**src/rtl/pxd_pkg.sv**
```systemverilog
package pxd_pkg;

    // Per-cycle buffer command produced by the phase unit
    typedef struct packed {
        logic keep;   // store this pixel
        logic flush;  // drop the uncommitted partial group first
    } store_cmd_t;

    // Bits needed to hold values 0..n-1, at least one
    function automatic int idx_bits(input int n);
        return (n > 1) ? $clog2(n) : 1;
    endfunction

endpackage

```
**src/rtl/pxd_phase.sv**
```systemverilog
module pxd_phase
    import pxd_pkg::*;
#(
    parameter int DECIM = 3
) (
    input  logic       clk,
    input  logic       rst,
    input  logic       de,
    input  logic       sol,
    input  logic       sof,
    output store_cmd_t cmd
);
    localparam int PH_W = idx_bits(DECIM);
    localparam logic [PH_W-1:0] PH_LAST = PH_W'(DECIM - 1);

    logic [PH_W-1:0] phase;
    logic [PH_W-1:0] ph_base;
    logic            de_q;
    logic            start;

    assign start   = sol | sof;
    assign ph_base = start ? '0 : phase;

    always_comb begin
        cmd.keep  = de && (ph_base == '0);
        cmd.flush = de_q && (!de || start);
    end

    always_ff @(posedge clk) begin
        if (rst) begin
            phase <= '0;
            de_q  <= 1'b0;
        end else begin
            de_q <= de;
            if (de) begin
                phase <= (ph_base == PH_LAST) ? '0 : ph_base + PH_W'(1);
            end
        end
    end
endmodule

```
**src/rtl/pxd_store.sv**
```systemverilog
module pxd_store
    import pxd_pkg::*;
#(
    parameter int PIX_W = 8,
    parameter int LANES = 2,
    parameter int DEPTH = 8
) (
    input  logic                   clk,
    input  logic                   rst,
    input  store_cmd_t             cmd,
    input  logic [PIX_W-1:0]       pix,
    output logic                   rd_req,
    output logic [LANES*PIX_W-1:0] rd_group,
    output logic                   overflow
);
    // DEPTH must be a power of two and at least 2*LANES
    localparam int AW = $clog2(DEPTH);
    localparam int PW = AW + 1;
    localparam int GW = idx_bits(LANES);
    localparam logic [GW-1:0] G_LAST = GW'(LANES - 1);

    logic [PIX_W-1:0] mem [DEPTH];
    logic [PW-1:0]    wr_ptr, cm_ptr, rd_ptr;
    logic [PW-1:0]    wr_base;
    logic [GW-1:0]    gcnt, g_base;
    logic             full;
    logic             do_wr;

    // A line end rolls the write side back to the last whole group
    assign wr_base = cmd.flush ? cm_ptr : wr_ptr;
    assign g_base  = cmd.flush ? '0 : gcnt;
    assign full    = (wr_base - rd_ptr) == PW'(DEPTH);
    assign do_wr   = cmd.keep && !full;
    assign rd_req  = (cm_ptr - rd_ptr) >= PW'(LANES);

    always_ff @(posedge clk) begin
        if (do_wr) begin
            mem[wr_base[AW-1:0]] <= pix;
        end
    end

    always_ff @(posedge clk) begin
        if (rst) begin
            wr_ptr   <= '0;
            cm_ptr   <= '0;
            rd_ptr   <= '0;
            gcnt     <= '0;
            overflow <= 1'b0;
        end else begin
            wr_ptr <= wr_base + PW'(do_wr);
            if (do_wr) begin
                if (g_base == G_LAST) begin
                    cm_ptr <= wr_base + PW'(1);
                    gcnt   <= '0;
                end else begin
                    gcnt <= g_base + GW'(1);
                end
            end else begin
                gcnt <= g_base;
            end
            if (rd_req) begin
                rd_ptr <= rd_ptr + PW'(LANES);
            end
            if (cmd.keep && full) begin
                overflow <= 1'b1;
            end
        end
    end

    for (genvar k = 0; k < LANES; k++) begin : g_lane
        logic [AW-1:0] ra;
        assign ra = rd_ptr[AW-1:0] + AW'(k);
        assign rd_group[k*PIX_W +: PIX_W] = mem[ra];
    end
endmodule

```
**src/rtl/pxd_pack.sv**
```systemverilog
module pxd_pack #(
    parameter int PIX_W = 8,
    parameter int LANES = 2
) (
    input  logic                   clk,
    input  logic                   rst,
    input  logic                   rd_req,
    input  logic [LANES*PIX_W-1:0] rd_group,
    output logic [LANES*PIX_W-1:0] out_pix,
    output logic                   out_valid
);
    always_ff @(posedge clk) begin
        if (rst) begin
            out_pix   <= '0;
            out_valid <= 1'b0;
        end else begin
            out_valid <= rd_req;
            if (rd_req) begin
                out_pix <= rd_group;
            end
        end
    end
endmodule

```
**src/rtl/pxdec_pack.sv**
```systemverilog
module pxdec_pack
    import pxd_pkg::*;
#(
    parameter int PIX_W = 8,
    parameter int DECIM = 3,
    parameter int LANES = 2,
    parameter int DEPTH = 8
) (
    input  logic                   clk,
    input  logic                   rst,
    input  logic [PIX_W-1:0]       in_pix,
    input  logic                   in_de,
    input  logic                   in_sol,
    input  logic                   in_sof,
    output logic [LANES*PIX_W-1:0] out_pix,
    output logic                   out_valid,
    output logic                   overflow
);
    store_cmd_t             cmd;
    logic                   rd_req;
    logic [LANES*PIX_W-1:0] rd_group;
    logic                   keep_w;

    assign keep_w = cmd.keep;

    pxd_phase #(.DECIM(DECIM)) u_phase (
        .clk (clk),
        .rst (rst),
        .de  (in_de),
        .sol (in_sol),
        .sof (in_sof),
        .cmd (cmd)
    );

    pxd_store #(.PIX_W(PIX_W), .LANES(LANES), .DEPTH(DEPTH)) u_store (
        .clk      (clk),
        .rst      (rst),
        .cmd      (cmd),
        .pix      (in_pix),
        .rd_req   (rd_req),
        .rd_group (rd_group),
        .overflow (overflow)
    );

    pxd_pack #(.PIX_W(PIX_W), .LANES(LANES)) u_pack (
        .clk       (clk),
        .rst       (rst),
        .rd_req    (rd_req),
        .rd_group  (rd_group),
        .out_pix   (out_pix),
        .out_valid (out_valid)
    );
endmodule

```
**config.mk**
```make
export PLATFORM = sky130hd
export DESIGN_NAME = pxdec_pack
export DESIGN_NICKNAME = d
export VERILOG_FILES = /design/src/rtl/pxd_pkg.sv /design/src/rtl/pxd_phase.sv /design/src/rtl/pxd_store.sv /design/src/rtl/pxd_pack.sv /design/src/rtl/pxdec_pack.sv
export SDC_FILE = /design/constraint.sdc
export NUM_CORES = 1
export LEC_CHECK = 0
export BUFFER_PORTS_ARGS = -buffer_cell sky130_fd_sc_hd__clkbuf_2
export CAP_MARGIN = 20
export CELL_PAD_IN_SITES_DETAIL_PLACEMENT = 0
export CELL_PAD_IN_SITES_GLOBAL_PLACEMENT = 1
export CORE_MARGIN = 4
export CORE_UTILIZATION = 54
export CTS_CLUSTER_DIAMETER = 50
export DETAILED_ROUTE_END_ITERATION = 7
export PLACE_DENSITY_LB_ADDON = 0.1
export SYNTH_ARGS = -nofsm -noshare
export SYNTH_HDL_FRONTEND = slang
export SYNTH_HIERARCHICAL = 1
export SYNTH_SLANG_ARGS = --single-unit
```
**constraint.sdc**
```tcl
create_clock -name clk -period 6.69 [get_ports clk]
set_clock_uncertainty 0.1 [all_clocks]
set_input_delay 1.338 -clock clk [delete_from_list [all_inputs] [get_ports clk]]
set_output_delay 1.338 -clock clk [all_outputs]
set_load 0.1 [all_outputs]
```
==> impl_metrics.toml <==
[synth]
synth_area_leaders = "edfxtp_1, dfxtp_1, mux4_2"
syn-num-nets = 281
ys_warn_count = 6
synthCells = 260
synth_edf_count = 64
synth_cell_types = 42
avgSynthCellArea_um2 = 15.50
synth_flop_cell = "edfxtp_1"
synth_most_common_cell = "edfxtp_1"
netlist_top_cells_count = "edfxtp_1, dfxtp_1, nor2_1"
syn_area_um2 = 4029
ys_seq_area_frac = 0.6509
ys_seq_elements = 99
synth_top_area_cell = "edfxtp_1"
synth-async-reset-ratio = 0
synth_top_cell_area_share = 0.4770

[finish]
nets = 316
syn_to_final_growth_pct = 10.09
drive_gt1_frac = 0.2467
num_antenna_cells = 0
finalNonFillerCells = 399

[clocking]
cts_buffers = 9
worstSkewPairLatency_ns = 0.34
cts_resized = 0
hold_buffers = 0
cts_tree = "done"
cts_max_path_buffers = 2
cts_setup_buffers = 0
clk_pin_slew_ns = 0.09
clock_sinks = 99
cts_root_buf = "clkbuf_8"
h-tree-depth = 3

[grt]
antenna_found_initial = 0
grt_pass1_wl_mm = 11.54
overflow = 0
grt_pass1_vias = 2102
grt_max_degree = 35
track_usage = 0.1775

[setup_path]
worstPathArrival_ns = 3.96
cp.required_ns = 6.57
critPathLaunchType = "input pin"
critPathKind = "input pin to flop"
path_max_fanout = 15
r2r_slack_ns = 3.33
r2r_cells = 7
cp-end-kind = "flop"

[route]
drt_wl_total_mm = 7.352
ant_nets = 0
viasPerCell = 5.509
vias = 2198
drc = 0
drt_pass1_iterations = 4
avgRoutedWirePerCell_um = 18.43
drt_iter0_markers = 107

[timing]
tns_ns = 0
max_freq_mhz = 244.9
tightest_slew_ns = 0.9293
fin_crit_ns = 4.083
finalCritPeriodShare = 0.6103
holdWs_ns = 0.4007
finalHoldViolCount = 0
grt_setup_unrepaired = "no"
max-slew-margin-rel = 0.3798
setup_viol = 0
drv_slew = 0

[placed_design]
routabilityCongestion = 0.8483
portBuffers = 30
hpwl_mm = 5.153
dp_cells = 380

[worst_hold_path]
worstHoldPathCells = 2
hp-class = "flop to flop"

[die]
die_w_um = 94.38
core_area_um2 = 7253
num_rows = 31
start_util = 0.5555
ios = 31
die_area_um2 = 8907
die_height_um = 94.38

[power]
p_per_area_nw_per_um2 = 469.9
leakagePower_nw = 1.663
ir_worst_vdd_uv = 246.6
power.total_mw = 2.084

[outcome]
status = "finished clean"

[flow_run]
maxCapViolations = 0
-- flip-flops by register name, summed over array words and instances, names as in the netlist, named ones only --
| name | count |
|---|---|
| u_pack/out_pix | 16 |
| u_pack/out_valid | 1 |
| u_phase/de_q | 1 |
| u_phase/phase | 2 |
| u_store/cm_ptr | 4 |
| u_store/gcnt | 1 |
| u_store/mem | 64 |
| u_store/overflow | 1 |
| u_store/rd_ptr | 3 |
| u_store/wr_ptr | 4 |
-- worst max-delay path, stage by stage --
cell	delay (ns)
clkbuf_2	0.08
nor2_1	0.23
a21boi_1	0.11
buf_4	0.20
mux2i_1	0.32
inv_1	0.11
fa_1	0.41
xnor2_1	0.25
xnor2_2	0.17
a221oi_2	0.75
-- per-layer routing --
layer | vias to the layer above | share of wire | routed length [um] | GRT usage
li1 | 1044 | - | - | -
met1 | 1101 | 0.52 | 3825 | 0.2864
met2 | 47 | 0.43 | 3170 | 0.2470
met3 | 6 | 0.039 | 285 | 0.03267
met4 | 0 | 0.0095 | 70 | 0.05054
met5 | - | 0 | 0 | 0
-- metrics by stage --
step                setup WS [ns]    util  instance area (um2)
floorplan                   2.371       -                 4029
global placement            2.101  0.5844                 4239
detailed placement          1.944  0.5844                 4239
CTS                         2.310  0.6095                 4420
global route                2.367  0.6115                 4436
finish                      2.607  0.6115                 4436
-- report_power, final --
group          internal, mW  switching [mW]
sequential            0.742          0.0922
combinational         0.282           0.619
clock                 0.141           0.208
-- kinds of logic (layout without fill, tap and decap cells) --
| logic type | count (synthesis) | count (layout) | share of synthesized area |
|---|---|---|---|
| compound gates | 20 | 20 | 0.04006 |
| xor+xnor | 6 | 6 | 0.01491 |
| fa+ha+maj | 8 | 8 | 0.02857 |
| buf+inv | 24 | 64 | 0.03168 |
| flops | 99 | 99 | 0.6509 |
| mux | 44 | 44 | 0.1618 |
| simple gates | 59 | 59 | 0.07205 |
-- final timing paths --
| kind | start | endpoint |
|---|---|---|
| min reg2reg | u_pack/out_pix[12] | u_pack/out_pix[12] |
| min | u_pack/out_pix[12] | u_pack/out_pix[12] |
| max | in_sof | u_store/mem[6][0] |
| max reg2reg | u_store/rd_ptr[1] | u_pack/out_pix[0] |
-- layout by cell type (no fill, tap or decap), types with 2 or more instances in the layout --
| master | instances |
|---|---|
| mux2i_1 | 23 |
| mux4_2 | 16 |
| buf_2 | 2 |
| nand3b_1 | 2 |
| inv_6 | 2 |
| clkinv_4 | 2 |
| clkbuf_8 | 9 |
| nand3_1 | 3 |
| fa_1 | 2 |
| a31oi_1 | 4 |
| a21boi_1 | 2 |
| buf_4 | 2 |
| xor2_1 | 3 |
| mux2i_2 | 2 |
| edfxtp_1 | 64 |
| a211oi_1 | 7 |
| nand2_1 | 6 |
| nor3b_1 | 3 |
| inv_1 | 13 |
| xnor2_1 | 2 |
| nor2_1 | 29 |
| mux2_2 | 3 |
| dfxtp_1 | 35 |
| nor2b_1 | 7 |
| ha_1 | 6 |
| clkbuf_2 | 31 |
| and4_1 | 2 |
-- cell type report --
| class | count | area, um2 |
|---|---|---|
| fillers | 572 | 2818 |
| flip-flops and latches | 99 | 2623 |
| multi-input cells | 137 | 1279 |
| repair buffers | 35 | 180.2 |
| clock buffers | 9 | 123.9 |
| well taps | 99 | 123.9 |
| clock inverters | 7 | 57.56 |
| inverters | 13 | 48.80 |
(Power assumes the default switching activity.)
